--- src/rtl/pirq_pkg.sv ---
package pirq_pkg;
  localparam int SEL_W  = 2;
  localparam int MODE_W = 2 + SEL_W;

  typedef struct packed {
    logic [SEL_W-1:0] sel;
    logic             ctl;
    logic             en;
  } mode_t;
endpackage

--- src/rtl/pirq_bus_front.sv ---
module pirq_bus_front #(
  parameter int DW = 8
) (
  input  logic          clk,
  input  logic          rst,
  input  logic          cs_n,
  input  logic          a1,
  input  logic          rw,
  output logic          ev_wr,
  output logic          ev_rd,
  output logic          ev_a1
);
  logic cs_prev_q;
  logic start;

  always_ff @(posedge clk) begin
    if (rst) cs_prev_q <= 1'b1;
    else     cs_prev_q <= cs_n;
  end

  assign start = !cs_n && cs_prev_q;
  assign ev_wr = start && !rw;
  assign ev_rd = start && rw;
  assign ev_a1 = a1;
endmodule

--- src/rtl/pirq_unit_regs.sv ---
module pirq_unit_regs
  import pirq_pkg::*;
#(
  parameter int DW      = 8,
  parameter int ID_W    = 3,
  parameter int UNIT_ID = 0,
  parameter int NREG    = 3
) (
  input  logic            clk,
  input  logic            rst,
  input  logic            ev_wr,
  input  logic            ev_rd,
  input  logic            ev_a1,
  input  logic [DW-1:0]   din,
  output mode_t           mode_q,
  output logic            sel_q,
  output logic [NREG*DW-1:0] regs_flat,
  output logic            handled,
  output logic            mode_access
);
  logic cmd_wr, id_match, param_wr;
  logic [DW-1:0] regs_q [NREG];

  assign cmd_wr      = ev_wr && !ev_a1;
  assign id_match    = din[DW-1 -: ID_W] == ID_W'(UNIT_ID);
  assign param_wr    = ev_wr && ev_a1 && sel_q;
  assign handled     = (cmd_wr && id_match) || param_wr;
  assign mode_access = (cmd_wr && id_match) || (ev_rd && !ev_a1 && sel_q);

  always_ff @(posedge clk) begin
    if (rst) begin
      sel_q  <= 1'b0;
      mode_q <= '0;
    end else if (cmd_wr) begin
      sel_q <= id_match;
      if (id_match) mode_q <= mode_t'(din[MODE_W-1:0]);
    end
  end

  for (genvar i = 0; i < NREG; i++) begin : g_reg
    always_ff @(posedge clk) begin
      if (rst) regs_q[i] <= '0;
      else if (param_wr && int'(mode_q.sel) == i) regs_q[i] <= din;
    end
    assign regs_flat[i*DW +: DW] = regs_q[i];
  end

  assert_foreign_keeps_mode_R5: assert property (@(posedge clk) disable iff (rst)
    (cmd_wr && !id_match) |=> ($stable(mode_q) && !sel_q));
  assert_unselected_no_write_R5: assert property (@(posedge clk) disable iff (rst)
    (ev_wr && ev_a1 && !sel_q) |=> $stable(regs_flat));
  assert_match_loads_R2: assert property (@(posedge clk) disable iff (rst)
    (cmd_wr && id_match) |=> sel_q);
endmodule

--- src/rtl/pirq_irq_ctrl.sv ---
module pirq_irq_ctrl #(
  parameter int DELAY = 2
) (
  input  logic clk,
  input  logic rst,
  input  logic set_i,
  input  logic clr_i,
  input  logic en_i,
  output logic irq_n
);
  logic [DELAY-1:0] pipe_q;
  logic flag_q;
  logic set_now;

  if (DELAY == 1) begin : g_short
    always_ff @(posedge clk) begin
      if (rst) pipe_q <= '0;
      else     pipe_q <= set_i;
    end
  end else begin : g_long
    always_ff @(posedge clk) begin
      if (rst) pipe_q <= '0;
      else     pipe_q <= {pipe_q[DELAY-2:0], set_i};
    end
  end

  assign set_now = pipe_q[DELAY-1];

  always_ff @(posedge clk) begin
    if (rst)                   flag_q <= 1'b0;
    else if (set_now)          flag_q <= 1'b1;
    else if (clr_i || !en_i)   flag_q <= 1'b0;
  end

  assign irq_n = !(flag_q && en_i);

  assert_set_wins_R9: assert property (@(posedge clk) disable iff (rst)
    set_now |=> flag_q);
  assert_mode_access_clears_R7: assert property (@(posedge clk) disable iff (rst)
    (clr_i && !set_now) |=> !flag_q);
  assert_quiet_when_off_R8: assert property (@(posedge clk) disable iff (rst)
    !en_i |-> irq_n);
endmodule

--- src/rtl/pirq_top.sv ---
module pirq_top
  import pirq_pkg::*;
#(
  parameter int DW        = 8,
  parameter int ID_W      = 3,
  parameter int UNIT_ID   = 0,
  parameter int NREG      = 3,
  parameter int IRQ_DELAY = 2
) (
  input  logic                 clk,
  input  logic                 rst,
  input  logic                 cs_n,
  input  logic                 a1,
  input  logic                 rw,
  input  logic [DW-1:0]        bus_in,
  output logic [DW-1:0]        bus_out,
  output logic                 bus_oe_n,
  output logic                 irq_n,
  output logic [MODE_W-1:0]    mode_o,
  output logic                 unit_sel_o,
  output logic [NREG*DW-1:0]   regs_o
);
  localparam int PAD_W = DW - ID_W - MODE_W;

  logic ev_wr, ev_rd, ev_a1;
  mode_t mode_q;
  logic sel_q, handled, mode_access;
  logic [NREG*DW-1:0] regs_flat;
  logic rd_ok;
  logic [DW-1:0] rd_data;
  logic [DW-1:0] dout_q;
  logic oe_n_q;

  pirq_bus_front #(.DW(DW)) u_front (
    .clk(clk), .rst(rst), .cs_n(cs_n), .a1(a1), .rw(rw),
    .ev_wr(ev_wr), .ev_rd(ev_rd), .ev_a1(ev_a1)
  );

  pirq_unit_regs #(.DW(DW), .ID_W(ID_W), .UNIT_ID(UNIT_ID), .NREG(NREG)) u_regs (
    .clk(clk), .rst(rst), .ev_wr(ev_wr), .ev_rd(ev_rd), .ev_a1(ev_a1),
    .din(bus_in), .mode_q(mode_q), .sel_q(sel_q), .regs_flat(regs_flat),
    .handled(handled), .mode_access(mode_access)
  );

  pirq_irq_ctrl #(.DELAY(IRQ_DELAY)) u_irq (
    .clk(clk), .rst(rst), .set_i(handled), .clr_i(mode_access),
    .en_i(mode_q.en), .irq_n(irq_n)
  );

  assign rd_ok = !cs_n && rw && sel_q && (!a1 || int'(mode_q.sel) < NREG);

  always_comb begin
    rd_data = '0;
    if (!a1) begin
      rd_data = {ID_W'(UNIT_ID), {PAD_W{1'b0}}, mode_q};
    end else begin
      for (int i = 0; i < NREG; i++)
        if (int'(mode_q.sel) == i) rd_data = regs_flat[i*DW +: DW];
    end
  end

  always_ff @(posedge clk) begin
    if (rst) begin
      oe_n_q <= 1'b1;
      dout_q <= '0;
    end else begin
      oe_n_q <= !rd_ok;
      dout_q <= rd_ok ? rd_data : '0;
    end
  end

  assign bus_out    = dout_q;
  assign bus_oe_n   = oe_n_q;
  assign mode_o     = mode_q;
  assign unit_sel_o = sel_q;
  assign regs_o     = regs_flat;

  assert_oe_only_on_read_R10: assert property (@(posedge clk) disable iff (rst)
    !bus_oe_n |-> $past(!cs_n && rw));
  assert_oe_needs_select_R5: assert property (@(posedge clk) disable iff (rst)
    !bus_oe_n |-> $past(sel_q));
endmodule

--- config.mk ---
export PLATFORM = sky130hd
export DESIGN_NAME = pirq_top
export DESIGN_NICKNAME = d
export VERILOG_FILES = /design/src/rtl/pirq_pkg.sv /design/src/rtl/pirq_bus_front.sv /design/src/rtl/pirq_unit_regs.sv /design/src/rtl/pirq_irq_ctrl.sv /design/src/rtl/pirq_top.sv
export SDC_FILE = /design/constraint.sdc
export NUM_CORES = 1
export LEC_CHECK = 0
export ABC_AREA = 0
export BUFFER_PORTS_ARGS = -buffer_cell sky130_fd_sc_hd__buf_2
export CAP_MARGIN = 30
export CORE_MARGIN = 5
export CORE_UTILIZATION = 43
export CTS_CLUSTER_SIZE = 24
export DETAILED_ROUTE_END_ITERATION = 6
export HOLD_SLACK_MARGIN = 0.1
export PLACE_DENSITY = 0.7
export SKIP_CTS_REPAIR_TIMING = 1
export SLEW_MARGIN = 0
export SYNTH_ARGS = -nofsm -noshare
export SYNTH_HDL_FRONTEND = slang
export SYNTH_HIERARCHICAL = 1
export SYNTH_SLANG_ARGS = --single-unit
--- constraint.sdc ---
create_clock -name clk -period 2.8 [get_ports clk]
set_input_delay 0.84 -clock clk [delete_from_list [all_inputs] [get_ports clk]]
set_output_delay 0.84 -clock clk [all_outputs]
set_load 0.005 [all_outputs]
==> run_results.csv, run 1 <==
group,metric,value,unit
place,place_ws,0.401,ns
sta,fin_ws,0.687,ns
sta,min_period_over_period,75.4,%
floorplan,num_io_pins,52,
global_routing,grt_pass1_wl,6660,um
final_layout,stdcell_area,2290,sq um
sta,drv_slew,0,
floorplan,rows,24,
sta,hold_viol_final,0,
clock_network,cts_tree,"yes",
setup_path,cp-start-kind,"input pin",
setup_path,cp.arrival,2.12,ns
routing,via_per_inst,4.89,
yosys,synthSimpleGateAreaFrac,27.7,%
global_routing,antenna_found_initial,0,
routing,drt_pass1_iterations,4,
sta,fin_setup_tns,0,ns
floorplan,coreArea,4290,sq um
floorplan,die-area,5790,sq um
yosys,yosysUniqueCellTypes,36,
place,hpwlAfterDp,3070,um
global_routing,grt_pass1_vias,1292,
global_routing,grt_usage,14.2,%
yosys,syn_nets,167,
yosys,ys_ff_latch,42,
routing,detail-route-antenna-nets,0,
sta,period_needed,2.11,ns
routing,vias,1296,
clock_network,cts_root_buffer,"clkbuf_8",
place,placed_cell_area,2200,sq um
yosys,synth_mux_area_share,5.87,%
clock_network,cts.clk_slew.worst_paths,0.08,ns
floorplan,dieWidth,76.1,um
setup_path,rrSetupSlack,0.95,ns
yosys,synth_xor_area_share,0,%
clock_network,cts_sinks,42,
yosys,synth_top_family_by_area,"simple AND/OR/NAND/NOR gates",
clock_network,clkLatencyLatePin,0.29,ns
power,total_leakage_power,0.924,nW
routing,wire_per_inst,15.1,um
yosys,avgSynthCellArea,12.2,sq um
routing,drt_iter0_markers,75,
setup_path,endpoint_kind,"flip-flop",
place,place_congestion,0.748,
place,port_buffers,51,
power,peakVddDrop,0.216,mV
final_layout,fin_nets,225,
job,maxCapViolCount,0,
yosys,synthAdderAreaFrac,0,%
sta,setup_viol,0,
global_routing,grt_max_degree,17,
yosys,syn_area,1880,sq um
yosys,synth_compound_area_share,6.47,%
routing,drc,0,
yosys,yosys_warnings,6,
sta,grt_setup_unrepaired,"no",
setup_path,critPathRequiredTime,2.81,ns
yosys,syn_inst,154,
setup_path,crit_type,"input pin to flip-flop",
clock_network,cts.path.max_buffers,2,
sta,finClkSkew,0.00716,ns
clock_network,htreeDepth,2,
clock_network,cts_buffers,5,
setup_path,path_max_fanout,6,
min_path,hold_class,"flip-flop to flip-flop",
sta,fmax,0.473,GHz
final_layout,layout-drive-gt1-share,35.7,%
yosys,yosysSeqAreaShare,57.6,%
run_status,outcome,"complete, no violations",
floorplan,die_y,76.1,um
floorplan,start_util,43.7,%
final_layout,syn2layout_area_growth,22.1,%
final_layout,final_cell_mix,"buf_2, and2_1, edfxtp_1",
sta,slew_headroom,68.0,%
final_layout,layout_commonest_cell,"buf_2",
power,power_density,499,nW/um^2
global_routing,grt-ovfl-total,0,
final_layout,n_antenna_cell,0,
sta,worstMarginPinSlew,0.480,ns
final_layout,num-fill-cells,400,
routing,drt-total-wl,3990,um
synth_stat cells (all sizes together):
cell type / n / area share, %
a21boi: 1 / 0.40
a21oi: 6 / 1.8
a311oi: 2 / 1.6
and2: 24 / 8.0
and2b: 1 / 0.40
and3b: 1 / 0.53
and4bb: 1 / 0.67
buf: 4 / 1.5
clkbuf: 1 / 0.20
dfxtp: 18 / 19
edfxtp: 24 / 38
inv: 3 / 0.60
mux2i: 11 / 5.9
nand2: 23 / 5.0
nand2b: 4 / 1.9
nand3: 2 / 0.53
nand3b: 2 / 0.80
nand4b: 1 / 0.47
nor2: 2 / 0.40
nor2b: 2 / 0.67
nor3b: 2 / 0.80
nor4: 3 / 3.4
nor4b: 1 / 1.3
o21a: 2 / 0.80
o21ai: 1 / 0.27
o31ai: 4 / 1.6
or2: 7 / 2.3
or4: 1 / 0.60
worst max-delay path, stage by stage:
cell     delay [ns]
buf_2          0.12
nor3b_1        0.20
buf_4          0.18
nand2_4        0.10
o31ai_1        0.45
buf_4          0.24
layout make-up:
class	count	area [sq um]	share of cell area, %
inverters	3	11.3	0.491
well taps	52	65.1	2.84
clock buffers	8	90.1	3.93
flip-flops and latches	42	1080	47.2
repair buffers	56	293	12.8
multi-input cells	104	752	32.8
power breakdown:
group / internal (mW) / total (mW) / switching, mW
combinational: 0.0294 / 0.0720 / 0.0425
clock: 0.201 / 0.401 / 0.200
sequential: 0.663 / 0.671 / 0.00817
total: 0.894 / 1.14 / 0.251
kinds of logic after synthesis:
family                 after synthesis
AOI/OAI and AO/OA                   16
DFF                                 42
buffers and inverters                8
and+or+nand+nor                     77
muxes                               11
path summary, 6_finish.rpt:
path,start,to,cells after the start
worst max register to register,u_regs/mode_q[2],u_regs/regs_q[1][2],4
worst min-delay path,u_irq/pipe_q[0],u_irq/pipe_q[1],1
worst max-delay path,cs_n,u_regs/regs_q[1][2],6
worst min register to register,u_irq/pipe_q[0],u_irq/pipe_q[1],1
registers in the layout, indices dropped and copies added (netlist names):
signal / flops
bus_oe_n: 1
bus_out: 8
u_front/cs_prev_q: 1
u_irq/flag_q: 1
u_irq/pipe_q: 2
u_regs/mode_q: 4
u_regs/regs_q: 24
u_regs/sel_q: 1
routing by layer:
layer	part of all wire, %	GRT usage, %	wire length, um	up-vias
met2	49	23.2	1960	30
met4	1.0	3.67	40	0
met5	0	0	0	-
met3	4.6	4.49	184	4
li1	-	-	-	651
met1	45	18.1	1810	611
through the flow:
step | std cells | util [%] | hold WS, ns | power [mW]
global placement | 257 | 51.3 | 0.420 | 0.758
CTS | 265 | 53.4 | 0.441 | 1.15
detailed placement | 257 | 51.3 | 0.424 | 0.758
finish | 265 | 53.4 | 0.439 | 1.14
global route | 265 | 53.4 | 0.459 | 1.19
floorplan | 154 | - | 0.410 | 0.716
Power figures use the tool's default switching activity.
==> inputs of run 2 (changes only) <==
Settings changed: ABC_AREA 0 to 1, PLACE_DENSITY 0.7 to 0.68.
Clock period 2.8 ns to 2 ns, I/O delays scaled along.
==> run 2 against run 1 <==
Against the previous run:
- routed wire length rose by 7.6%
- sequential share of layout area fell by 0.53 points
- non-clock buffer count rose by 3
- via count rose by 19%
- clock skew fell by 0.0031 ns
- flip-flop and latch count did not move
- global-route usage rose by 1.1 points
- clock power rose by 31%
- critical path depth rose by 2
- die area rose by 0.46%
- highest routed layer unchanged
- sequential power rose by 40%
==> run_results.csv, run 2 <==
group,metric,value,unit
yosys,syn_inst,213,
routing,wire_per_inst,13.1,um
sta,hold_slack,0.407,ns
global_routing,antenna_found_initial,0,
setup_path,cp-start-kind,"input pin",
floorplan,die-area,5810,sq um
global_routing,grt-ovfl-total,0,
final_layout,stdcell_count,328,
yosys,syn_nets,226,
yosys,yosys-top-cells-area,"edfxtp_1, dfxtp_1, nor2_1",
routing,detail-route-antenna-nets,0,
job,maxCapViolCount,0,
routing,drc,0,
clock_network,clkLatencyLatePin,0.29,ns
yosys,yosys-top-cells-count,"nor2_1, nand2_1, nand3_1, inv_1, edfxtp_1",
setup_path,cp.arrival,1.66,ns
final_layout,top_register,"u_regs/regs_q",
sta,setup_viol,0,
setup_path,path_max_fanout,8,
power,power_density,682,nW/um^2
global_routing,grt_max_degree,14,
place,hpwlAfterDp,3420,um
setup_path,endpoint_kind,"flip-flop",
routing,via_per_inst,4.72,
final_layout,final_cell_mix,"nor2_1, buf_2, nand2_1",
setup_path,critPathRequiredTime,1.96,ns
final_layout,layout-drive-gt1-share,28.3,%
sta,grt_setup_unrepaired,"no",
yosys,yosysSeqAreaShare,57.3,%
setup_path,crit_type,"input pin to flip-flop",
final_layout,largest_reg_flops,24,
global_routing,grt_pass1_vias,1504,
sta,finClkSkew,0.00410,ns
clock_network,cts_buffers,5,
yosys,yosysTopAreaCell,"edfxtp_1",
yosys,synth_top_area_share,38.2,%
final_layout,n_antenna_cell,0,
clock_network,cts_root_buffer,"clkbuf_8",
sta,drv_slew,0,
routing,drt_iter0_markers,53,
final_layout,syn2layout_area_growth,22.9,%
sta,fmax,0.586,GHz
min_path,hold_class,"flip-flop to flip-flop",
yosys,synth_edf_count,24,
final_layout,fin_nets,288,
final_layout,layout_commonest_cell,"nor2_1",
routing,drt-total-wl,4290,um
place,port_buffers,51,
floorplan,rows,24,
yosys,synth.most_common_cell,"nor2_1",
power,peakVddDrop,0.304,mV
yosys,synthFlopType,"edfxtp_1",
clock_network,htreeDepth,2,
place,place_congestion,0.817,
yosys,yosysUniqueCellTypes,21,
clock_network,cts_sinks,42,
sta,fin_setup_tns,0,ns
global_routing,grt_usage,15.3,%
yosys,syn_area,1890,sq um
floorplan,coreArea,4290,sq um
final_layout,utilization,54.0,%
sta,worstMarginPinSlew,0.364,ns
place,dp_cells,320,
power,total_leakage_power,1.08,nW
routing,vias,1547,
floorplan,dieWidth,76.2,um
run_status,outcome,"complete, no violations",
yosys,yosys_warnings,6,
yosys,synth-async-reset-ratio,0,%
sta,min_period_over_period,85.3,%
clock_network,cts.path.max_buffers,2,
floorplan,start_util,43.9,%
sta,slew_headroom,75.6,%
yosys,avgSynthCellArea,8.86,sq um
sta,period_needed,1.71,ns
global_routing,grt_pass1_wl,7080,um
clock_network,cts_tree,"yes",
sta,hold_viol_final,0,
floorplan,die_y,76.2,um
floorplan,num_io_pins,52,
routing,drt_pass1_iterations,4,
clock_network,cts.clk_slew.worst_paths,0.08,ns
yosys,ys_ff_latch,42,
==> run 2: cells by family after synthesis <==
kind of cell,synth area share [%]
DFF,57.3
AOI/OAI and AO/OA,0.994
buffers and inverters,7.89
and+or+nand+nor,33.8
==> run 2: path summary, 6_finish.rpt <==
path                     startpoint                  end  slack (ns)  depth (start not counted)
setup / recovery               cs_n  u_regs/regs_q[2][4]        0.29                          8
hold / removal      u_irq/pipe_q[0]      u_irq/pipe_q[1]        0.41                          2
setup reg to reg  u_front/cs_prev_q  u_regs/regs_q[2][4]        0.44                          6
hold reg to reg     u_irq/pipe_q[0]      u_irq/pipe_q[1]        0.41                          2
==> run 2: area by class of cell <==
type | instances | area (sq um)
Clock buffer | 6 | 72.6
Tap cell | 52 | 65.1
Multi-Input combinational cell | 138 | 657
Clock inverter | 2 | 13.8
Inverter | 29 | 114
Fill cell | 419 | 1980
Sequential cell | 42 | 1080
Timing Repair Buffer | 59 | 315
==> run 2: metal layers <==
metal	vias to the layer above	wire, um	GRT usage (%)	part of all wire [%]
met2	52	2010	23.4	47
met4	0	82	6.64	1.9
met1	679	1850	18.8	43
met3	10	351	6.38	8.2
met5	-	0	0	0
li1	806	-	-	-
==> run 2: power breakdown <==
| part | switching (mW) | total, mW | internal [mW] |
|---|---|---|---|
| logic | 0.0704 | 0.112 | 0.0417 |
| registers | 0.0125 | 0.941 | 0.929 |
| clock network | 0.281 | 0.527 | 0.246 |
| total | 0.364 | 1.58 | 1.22 |
==> run 2: critical path, stage by stage <==
cell,delay [ns]
buf_2,0.11
inv_1,0.04
nand2_1,0.05
nor2_1,0.20
nand2_2,0.11
nor2_4,0.16
nand3_1,0.09
nand2_1,0.29
==> run 2: stage by stage <==
stage	setup slack (ns)	cell area [sq um]	total power, mW
finish	0.295	2320	1.58
CTS	0.301	2320	1.60
floorplan	0.221	1890	1.02
global route	0.161	2320	1.64
detailed placement	-0.00224	2230	1.07
global placement	0.0659	2230	1.07
==> inputs of run 3 (changes only) <==
Settings changed: ABC_AREA 1 to not set.
==> run 3 against run 2 <==
Against the previous run:
- via count shrank 15%
- clock power grew 24%
- routed wire length shrank 8.8%
- die area shrank 0.46%
- critical path type is now flip-flop to primary output
- setup slack gained 0.045 ns
- largest power group unchanged
- worst hold slack gained 0.034 ns
- power grew 7.2%
- combinational power shrank 9%
- sequential power is essentially flat
- utilization grew 0.64 points
- register-to-register slack gained 0.08 ns
==> run_results.csv, run 3 (same netlist as run 1, synthesis figures left out) <==
group,metric,value,unit
run_status,outcome,"complete, no violations",
place,place_ws,0.0714,ns
sta,hold_viol_final,0,
clock_network,cts_buffers,5,
clock_network,htreeDepth,2,
sta,fmax,0.602,GHz
setup_path,crit_buf_inv,1,
power,intPower,1.34,mW
setup_path,crit_path_cell_trace,"buf_2",
final_layout,syn2layout_area_growth,25.0,%
routing,detail-route-antenna-nets,0,
global_routing,grt_usage,14.4,%
place,port_buffers,51,
final_layout,layout_commonest_cell,"buf_2",
final_layout,largest_reg_flops,24,
final_layout,final_cell_mix,"buf_2, and2_1, edfxtp_1",
job,maxCapViolCount,0,
clock_network,cts.clk_slew.worst_paths,0.07,ns
power,total_leakage_power,0.953,nW
global_routing,grt-ovfl-total,0,
floorplan,coreArea,4290,sq um
power,power_density,722,nW/um^2
routing,vias,1310,
sta,fin_ws,0.339,ns
setup_path,path_max_fanout,9,
sta,grt_setup_unrepaired,"no",
final_layout,layout-drive-gt1-share,39.1,%
clock_network,cts.path.max_buffers,2,
sta,slew_headroom,68.1,%
power,p_comb_share,6.0,%
setup_path,endpoint_kind,"primary output",
power,peakVddDrop,0.320,mV
power,p_sw_share,21.1,%
final_layout,num-fill-cells,403,
floorplan,num_io_pins,52,
place,place_congestion,0.705,
sta,finClkSkew,0.00886,ns
min_path,hold_class,"flip-flop to flip-flop",
setup_path,crit_type,"flip-flop to primary output",
setup_path,cp-start-kind,"flip-flop",
routing,drt-total-wl,3920,um
routing,via_per_inst,4.91,
floorplan,start_util,43.7,%
setup_path,max_stage_delay,0.58,ns
routing,drt_pass1_iterations,4,
floorplan,die-area,5790,sq um
routing,wire_per_inst,14.7,um
routing,drt_iter0_markers,48,
setup_path,cp.arrival,1.06,ns
power,clkPwrFrac,38.6,%
sta,period_needed,1.66,ns
setup_path,critPathRequiredTime,1.40,ns
power,finalPower,1.69,mW
final_layout,fin_nets,227,
clock_network,cts_tree,"yes",
global_routing,grt_pass1_wl,6690,um
global_routing,grt_pass1_vias,1359,
sta,drv_slew,0,
final_layout,n_antenna_cell,0,
sta,min_period_over_period,83.0,%
sta,hold_slack,0.440,ns
setup_path,cp_slowest_cell,"dfxtp_1",
clock_network,cts_root_buffer,"clkbuf_8",
floorplan,rows,24,
final_layout,utilization,54.6,%
final_layout,top_register,"u_regs/regs_q",
setup_path,cp_top_family,"flip-flops",
sta,setup_viol,0,
global_routing,grt_max_degree,16,
clock_network,cts_sinks,42,
sta,fin_setup_tns,0,ns
place,hpwlAfterDp,3030,um
clock_network,clkLatencyLatePin,0.30,ns
floorplan,die_y,76.1,um
power,p_switching,357,uW
floorplan,dieWidth,76.1,um
routing,drc,0,
power,seqPwrFrac,55.4,%
global_routing,antenna_found_initial,0,
sta,worstMarginPinSlew,0.475,ns
## run 3: final timing paths
kind,start,endpoint,slack (ns),depth (start not counted)
worst min register to register,u_irq/pipe_q[1],u_irq/flag_q,0.44,2
worst max register to register,u_front/cs_prev_q,u_regs/regs_q[1][6],0.52,5
worst min-delay path,u_irq/pipe_q[1],u_irq/flag_q,0.44,2
worst max-delay path,u_regs/mode_q[2],mode_o[2],0.34,1
## run 3: power groups by stage
stage          Clock (mW)  Combinational (mW)  Sequential, mW
2_1_floorplan           0              0.0446           0.960
3_3_place_gp            0               0.102           0.959
3_5_place_dp            0               0.103           0.959
4_1_cts             0.663               0.104           0.939
5_1_grt             0.703               0.113           0.942
6_report            0.654               0.102           0.939
## run 3: final cells by class
class                           instances  area (sq um)  area share, %
Sequential cell                        42          1080           46.1
Tap cell                               52          65.1           2.77
Inverter                                3          11.3          0.480
Clock inverter                          3          40.0           1.71
Clock buffer                            5          68.8           2.93
Timing Repair Buffer                   58           308           13.1
Multi-Input combinational cell        104           772           32.9
## run 3: per-stage QoR
step	instances	area [sq um]
2_1_floorplan	154	1900
3_3_place_gp	259	2240
3_5_place_dp	259	2240
4_1_cts	267	2350
5_1_grt	267	2350
6_report	267	2350
## run 3: routing by layer
layer	track usage, %	vias to the layer above	routed length, um
li1	-	660	-
met1	16.9	609	1690
met2	24.5	34	1950
met3	4.02	7	213
met4	6.29	0	59
met5	0	-	0
